===== src/rtl/bsh_pkg.sv =====
package bsh_pkg;

    typedef enum logic {
        SRC_ACC = 1'b0,
        SRC_BUS = 1'b1
    } src_e;

    typedef enum logic {
        DIR_RIGHT = 1'b0,
        DIR_LEFT  = 1'b1
    } dir_e;

    typedef enum logic {
        FILL_ZERO = 1'b0,
        FILL_SIGN = 1'b1
    } fill_e;

    typedef struct packed {
        dir_e  dir;
        fill_e fill;
    } shift_ctl_t;

    function automatic int max_int(input int a, input int b);
        return (a > b) ? a : b;
    endfunction

    function automatic int clamp_int(input int v, input int lo, input int hi);
        int r;
        r = v;
        if (r > hi) r = hi;
        if (r < lo) r = lo;
        return r;
    endfunction

endpackage


===== src/rtl/bsh_amt_decode.sv =====
module bsh_amt_decode
    import bsh_pkg::*;
#(
    parameter int AMT_W = 6,
    parameter int MAX_R = 15,
    parameter int MAX_L = 16,
    parameter int MAG_W = 5
) (
    input  logic signed [AMT_W-1:0] amt,
    input  logic                    arith,
    output shift_ctl_t              ctl,
    output logic [MAG_W-1:0]        mag
);

    int lim;

    always_comb begin
        // saturate the requested amount into the legal window
        lim      = clamp_int(int'(amt), -MAX_L, MAX_R);
        ctl.dir  = (lim < 0) ? DIR_LEFT : DIR_RIGHT;
        ctl.fill = (lim >= 0 && arith) ? FILL_SIGN : FILL_ZERO;
        mag      = MAG_W'((lim < 0) ? -lim : lim);
    end

endmodule


===== src/rtl/bsh_align.sv =====
module bsh_align
    import bsh_pkg::*;
#(
    parameter int ACC_W  = 40,
    parameter int BUS_W  = 16,
    parameter int BUS_LO = 16
) (
    input  src_e             src,
    input  dir_e             dir,
    input  logic             arith,
    input  logic [ACC_W-1:0] acc_in,
    input  logic [BUS_W-1:0] bus_in,
    output logic [ACC_W-1:0] frame
);

    localparam int BUS_HI = BUS_LO + BUS_W;

    logic             ext_bit;
    logic [ACC_W-1:0] right_frame;
    logic [ACC_W-1:0] left_frame;

    assign ext_bit = arith & bus_in[BUS_W-1];

    // bus word centred in the result window, low lane cleared
    for (genvar i = 0; i < ACC_W; i++) begin : g_right
        if (i < BUS_LO) begin : g_low
            assign right_frame[i] = 1'b0;
        end else if (i < BUS_HI) begin : g_mid
            assign right_frame[i] = bus_in[i-BUS_LO];
        end else begin : g_top
            assign right_frame[i] = ext_bit;
        end
    end

    // bus word at the bottom, everything above extended
    for (genvar i = 0; i < ACC_W; i++) begin : g_left
        if (i < BUS_W) begin : g_low
            assign left_frame[i] = bus_in[i];
        end else begin : g_top
            assign left_frame[i] = ext_bit;
        end
    end

    always_comb begin
        if (src == SRC_ACC) begin
            frame = acc_in;
        end else if (dir == DIR_LEFT) begin
            frame = left_frame;
        end else begin
            frame = right_frame;
        end
    end

endmodule


===== src/rtl/bsh_core.sv =====
module bsh_core
    import bsh_pkg::*;
#(
    parameter int W     = 40,
    parameter int MAG_W = 5
) (
    input  logic [W-1:0]     din,
    input  dir_e             dir,
    input  logic             fill_bit,
    input  logic [MAG_W-1:0] mag,
    output logic [W-1:0]     dout
);

    logic [W-1:0] din_rev;
    logic [W-1:0] st [MAG_W+1];
    logic [W-1:0] st_rev;

    // A left shift is a right shift of the bit-reversed word
    for (genvar i = 0; i < W; i++) begin : g_rev
        assign din_rev[i] = din[W-1-i];
        assign st_rev[i]  = st[MAG_W][W-1-i];
    end

    assign st[0] = (dir == DIR_LEFT) ? din_rev : din;

    for (genvar s = 0; s < MAG_W; s++) begin : g_stage
        localparam int SH = 1 << s;
        assign st[s+1] = mag[s] ? {{SH{fill_bit}}, st[s][W-1:SH]} : st[s];
    end

    assign dout = (dir == DIR_LEFT) ? st_rev : st[MAG_W];

endmodule


===== src/rtl/bsh_out_stage.sv =====
module bsh_out_stage #(
    parameter int W       = 40,
    parameter bit REG_OUT = 1'b1
) (
    input  logic         clk,
    input  logic         rst,
    input  logic [W-1:0] d,
    output logic [W-1:0] q
);

    if (REG_OUT) begin : g_reg
        always_ff @(posedge clk) begin
            if (rst) q <= '0;
            else     q <= d;
        end
    end else begin : g_comb
        logic unused_ok;
        assign unused_ok = clk ^ rst;
        assign q = d;
    end

endmodule


===== src/rtl/bidir_shifter.sv =====
module bidir_shifter
    import bsh_pkg::*;
#(
    parameter int ACC_W   = 40,
    parameter int BUS_W   = 16,
    parameter int BUS_LO  = 16,
    parameter int AMT_W   = 6,
    parameter int MAX_R   = 15,
    parameter int MAX_L   = 16,
    parameter bit REG_OUT = 1'b1
) (
    input  logic                    clk,
    input  logic                    rst,
    input  logic                    src_sel,
    input  logic [ACC_W-1:0]        acc_in,
    input  logic [BUS_W-1:0]        bus_in,
    input  logic signed [AMT_W-1:0] amt,
    input  logic                    arith,
    output logic [ACC_W-1:0]        res_acc,
    output logic [BUS_W-1:0]        res_bus
);

    localparam int MAG_W = $clog2(max_int(MAX_R, MAX_L) + 1);

    shift_ctl_t       ctl;
    logic [MAG_W-1:0] mag;
    logic [ACC_W-1:0] frame;
    logic [ACC_W-1:0] shifted;
    logic             fill_bit;
    src_e             src;

    assign src = src_e'(src_sel);

    bsh_amt_decode #(
        .AMT_W(AMT_W), .MAX_R(MAX_R), .MAX_L(MAX_L), .MAG_W(MAG_W)
    ) u_dec (
        .amt(amt), .arith(arith), .ctl(ctl), .mag(mag)
    );

    bsh_align #(
        .ACC_W(ACC_W), .BUS_W(BUS_W), .BUS_LO(BUS_LO)
    ) u_align (
        .src(src), .dir(ctl.dir), .arith(arith),
        .acc_in(acc_in), .bus_in(bus_in), .frame(frame)
    );

    // top fill follows the frame sign only for arithmetic right shifts
    assign fill_bit = (ctl.fill == FILL_SIGN) ? frame[ACC_W-1] : 1'b0;

    bsh_core #(
        .W(ACC_W), .MAG_W(MAG_W)
    ) u_core (
        .din(frame), .dir(ctl.dir), .fill_bit(fill_bit),
        .mag(mag), .dout(shifted)
    );

    bsh_out_stage #(
        .W(ACC_W), .REG_OUT(REG_OUT)
    ) u_out (
        .clk(clk), .rst(rst), .d(shifted), .q(res_acc)
    );

    // the narrow result is a fixed window of the wide one
    assign res_bus = res_acc[BUS_LO +: BUS_W];

endmodule


===== config.mk =====
export PLATFORM = sky130hd
export DESIGN_NAME = bidir_shifter
export DESIGN_NICKNAME = d
export VERILOG_FILES = /design/src/rtl/bsh_pkg.sv /design/src/rtl/bsh_amt_decode.sv /design/src/rtl/bsh_align.sv /design/src/rtl/bsh_core.sv /design/src/rtl/bsh_out_stage.sv /design/src/rtl/bidir_shifter.sv
export SDC_FILE = /design/constraint.sdc
export NUM_CORES = 1
export LEC_CHECK = 0
export ABC_AREA = 1
export CORE_UTILIZATION = 50
export CTS_BUF_LIST = sky130_fd_sc_hd__clkbuf_8
export DETAILED_ROUTE_END_ITERATION = 12
export DONT_BUFFER_PORTS = 1
export HOLD_SLACK_MARGIN = 0.06
export PLACE_DENSITY = 0.66
export SETUP_SLACK_MARGIN = 0.4
export SKIP_CTS_REPAIR_TIMING = 1
export SYNTH_ARGS = -nofsm -noshare
export SYNTH_HDL_FRONTEND = slang
export SYNTH_SLANG_ARGS = --single-unit
export TNS_END_PERCENT = 5

===== constraint.sdc =====
create_clock -name clk -period 2.2 [get_ports clk]
set_input_delay 0 -clock clk [delete_from_list [all_inputs] [get_ports clk]]
set_output_delay 0 -clock clk [all_outputs]
set_load 0.05 [all_outputs]

-- Word level (Yosys, flattened, before mapping)
Index checks and enable logic that the tools add are counted.
- flip-flop bits (word level): 40
- input port bits: 66
- logic and storage cells: 23
- add/subtract/negate cells: 1
- order comparisons: 4
- muxes and demuxes: 15
- bitwise logic cells: 1
- reductions and logical operators: 1
- operators by type and width (kind ; count):
    2-to-1 mux 40 bit ; 8
    2-to-1 mux 32 bit ; 3
    >= comparator 32 x 1 -> 1 bit, second input constant ; 1
    less-than comparator 32 x 1 -> 1 bit, second input constant ; 1
    less-than comparator 32 x 5 -> 1 bit, second input constant ; 1
    > comparator 6 x 5 -> 1 bit, second input constant ; 1
    2-to-1 mux 5 bit ; 1
    negation 5 bit ; 1
    2-to-1 mux 1 bit ; 3
    bitwise AND 1 bit ; 1
    logical AND 1 bit ; 1

-- Longest topological paths before layout
- word-level depth: 15
- mapped depth: 20
- gate-level depth less buffers: 18

-- Modules after synthesis
From an unflattened synthesis, not the netlist that was laid out.
- cell total of the unflattened synthesis: 1019
- area total of the unflattened synthesis: 5382.7 µm²
- by module, submodules not included (module ; times used ; cells an instance ; area each (µm²)):
    bsh_core ; 1 ; 684 ; 3271.9
    bsh_out_stage ; 1 ; 124 ; 1146.1
    bsh_align ; 1 ; 158 ; 661.9
    bsh_amt_decode ; 1 ; 35 ; 175.2
    bidir_shifter ; 1 ; 18 ; 127.6

-- Worst setup path after synthesis
OpenSTA, ideal clock, no wires.
- path kind: in2reg
- start: input amt[5]
- end: register u_out.q[9]
- setup time: 0.070 ns
- arrival: 1.959 ns
- data required time: 2.130 ns
- slack: 0.171 ns
- stages: 19
- path buffers: 4
- cell sequence: inv_2 -> buf_6 -> nor2_4 -> inv_2 -> o21ai_2 -> buf_2 -> ha_1 -> inv_1 -> o21ai_1 -> buf_2 -> buf_2 -> nand3_1 -> nand3_1 -> nand3_1 -> nand2_1 -> nand2_1 -> nand2_1 -> nand2_1 -> a21oi_1
- word-level cells in the longest chain between the ends: 15
- elaborated cells between the ends (all ways): 21
- RTL lines (element ; line ; RTL):
    start, declared ; bidir_shifter.sv:17 ; input logic signed [AMT_W-1:0] amt,
    > comparator 6 x 5 -> 1 bit ; bsh_pkg.sv:30 ; if (r > hi) r = hi;
    2-to-1 mux 32 bit (*) ; bsh_pkg.sv:30 ;
    less-than comparator 32 x 5 -> 1 bit ; bsh_pkg.sv:31 ; if (r < lo) r = lo;
    2-to-1 mux 32 bit (*) ; bsh_pkg.sv:31 ;
    less-than comparator 32 x 1 -> 1 bit ; bsh_amt_decode.sv:20, bsh_amt_decode.sv:22 ;
    2-to-1 mux 1 bit ; bsh_amt_decode.sv:20 ; ctl.dir = (lim < 0) ? DIR_LEFT : DIR_RIGHT;
    2-to-1 mux 32 bit ; bsh_align.sv:47 ; end else if (dir == DIR_LEFT) begin
    2-to-1 mux 40 bit ; bsh_align.sv:45 ; if (src == SRC_ACC) begin
    2-to-1 mux 40 bit ; bsh_core.sv:24 ; assign st[0] = (dir == DIR_LEFT) ? din_rev : din;
    2-to-1 mux 40 bit (5 in a row) ; bsh_core.sv:28 ; assign st[s+1] = mag[s] ? {{SH{fill_bit}}, st[s][W-1:SH]} : st[s];
    2-to-1 mux 40 bit (*) ; bsh_core.sv:31 ; assign dout = (dir == DIR_LEFT) ? st_rev : st[MAG_W];
    end signal, assigned ; bsh_out_stage.sv:13 ; if (rst) q <= '0;
    end signal, assigned ; bsh_out_stage.sv:14 ; else q <= d;
    end, declared ; bsh_out_stage.sv:8 ; output logic [W-1:0] q
Mark *: on every way between the ends. The rest lies on a longest branch, timed or not.
A chain may end at the register's enable or synchronous reset.

-- Worst setup path in the final report
- start: input amt[5]
- end: register u_out.q[16]
Same word-level chain as after synthesis.

==> metrics.txt <==
CTS root buf=clkbuf_8; start point of the worst hold path=amt[5]; GRT Overall Usage=35.6%; Hold WS=0.185 ns; Avg Inst Size Synth=5.32 um^2; vias in the first global route=around 5.6k; CP Max Fanout=56; Setup violations, final=0; sequential share of power=30.5%; syn nets=990; CORE AREA=9370 um^2; combinational share of power=~53%; Die Area=10200 um^2; Layout fillers=~1.0k; Slew headroom=36.0%; Power Internal=1800 uW; biggest regs=u_out.q x40; Worst-path clk slew=0.09 ns; final core utilization=57.7%; Yosys reg bits=40; Synth top area share=38.4%; CTS buffer count=5; Yosys cell types=22; routed wire length=18100 um; critical path required time=2.40 ns; final worst slack=between 0.3 and 0.4 ns; register area share after synthesis=16.3%; die height=approximately 100 um; Initial DRT Pass Iterations=5; number of DRC markers in iteration 0=709; DP Wirelength=13400 um; IO Pins=122; HP Class=in2reg; Largest Register=u_out.q; placed instance count=996; commonest cells after routing, fill and taps aside=nand3_1 (349), nand2_1 (283), dfxtp_1 (40), a21oi_1 (36), nand3_2 (28); top area cells in the synthesized netlist=nand3_1 (38%), nand2_1 (22%), dfxtp_1 (16%); number of max-cap violations=0; Critical path origin=amt[5]; vias per inst=6.28; I/O Buffers=0; Post-Syn Instances=923; Area Growth Syn to Fin=10.1%; largest net degree at the start of global routing=106; ant diodes=0; period utilization=81.9%; GPL Wtd Cong=around 0.92; share of total power in the clock network=16.2%; hold depth=3; Remaining Overflow, GRT=0; DRC=0; VDD IR-drop max=roughly 580 uV; htree depth=2; Slew @ Worst Pin=0.958 ns; crit path DAT=2.00 ns; max reg flops=40; Finished Layout Cells=between 1k and 1.5k; worst-case clock buffer depth=2; CP Class=in2reg; Vias=6341; share of cells above drive strength 1=13.1%; commonest non-fill, non-tap cell in the layout=nand3_1; Hold Path Sink=u_out.q[15]; Nets=approximately 950; synth warn=0; status=finished clean; switching pwr=2070 uW; Hold Fails Final Rpt=0; TritonCTS clock tree=done; Die W=~100 um; Worst Setup End Kind=flop; area leader, netlist=nand3_1; WL/cell=17.9 um; Rows=35; Sw Ratio=around 53%; ANT nets after route=0; min Tclk post-route=1.80 ns; Fmax=555 MHz; starting density of the core=52.4%; crit path launch type=input pin; Sink Count=40; pre-CTS setup slack=-0.0184 ns; Leakage=0.00266 uW; mapped cell area=4910 um^2; initial antenna violation count=0; first-pass GRT wire length=28500 um; PD cells=716 nW/um^2; setup repair after global routing missed its margin=yes; Slew Limit Fails=0
==> worst max-delay path: stages <==
cell and delay (ns):
inv_4 0.07, nand2_2 0.08, inv_4 0.09, o21ai_2 0.08
ha_4 0.26, inv_1 0.05, o21ai_4 0.22, clkinv_4 0.15
clkbuf_16 0.21, nand3_1 0.11, nand3_1 0.11, nand3_2 0.14
nand3_1 0.15, a21oi_1 0.20, nor2_1 0.06
==> per-layer routing <==
layer,vias up,global-route usage [%],part of all wire (%)
met5,-,0,0
met4,0,9.92,2.5
met3,43,5.62,9.0
met2,329,57.5,46
met1,2923,49.0,43
li1,3046,-,-
==> through the flow <==
stage	setup TNS [ns]	cell area [um^2]	power (uW)
2_1_floorplan	0	5010	2710
3_3_place_gp	0	5000	3070
3_5_place_dp	-0.0291	5000	3080
4_1_cts	0	5110	3700
5_1_grt	0	5410	4110
6_report	0	5410	3870
==> cell usage after synthesis <==
cell type  instances
a21oi_1           41
buf_1              9
buf_2             32
buf_4             19
buf_6              2
clkbuf_1          26
dfxtp_1           40
ha_1               1
inv_1             18
inv_2              7
nand2_1          288
nand2_2            1
nand3_1          377
nor2_1            12
nor2_4             1
nor4_4             1
o211ai_1          11
o21ai_0           13
o21ai_1            7
o21ai_2            1
or2_1              1
or2_2             15
==> how the worst max path moves through the flow <==
stage,to,slack [ns]
2_1_floorplan,u_out.q[16],0.34
3_3_place_gp,u_out.q[7],0.01
3_5_place_dp,u_out.q[16],-0.02
4_1_cts,u_out.q[16],0.31
5_1_grt,u_out.q[6],0.27
6_report,u_out.q[16],0.40
==> kinds of logic after synthesis <==
group / after synthesis / share of synthesized area (%)
AOI/OAI and AO/OA: 73 / 8.07
adders and majority gates: 1 / 0.255
buffers and inverters: 113 / 11.2
DFF: 40 / 16.3
and+or+nand+nor: 696 / 64.2
==> power groups by stage <==
stage / Clock (uW) / Sequential (uW) / Combinational [uW]
global route: 662 / 1190 / 2260
detailed placement: 0 / 1200 / 1880
global placement: 0 / 1200 / 1870
CTS: 628 / 1180 / 1890
floorplan: 0 / 1230 / 1480
finish: 626 / 1180 / 2060
==> layout make-up <==
cell class | count | area [um^2] | share of cell area (%)
multi-input combinational | 770 | 3790 | 70.0
sequential | 40 | 801 | 14.8
timing repair buffer | 38 | 440 | 8.14
tap | 129 | 161 | 2.98
inverter | 25 | 104 | 1.92
clock buffer | 5 | 68.8 | 1.27
clock inverter | 3 | 46.3 | 0.856
Power figures use the tool's default switching activity.
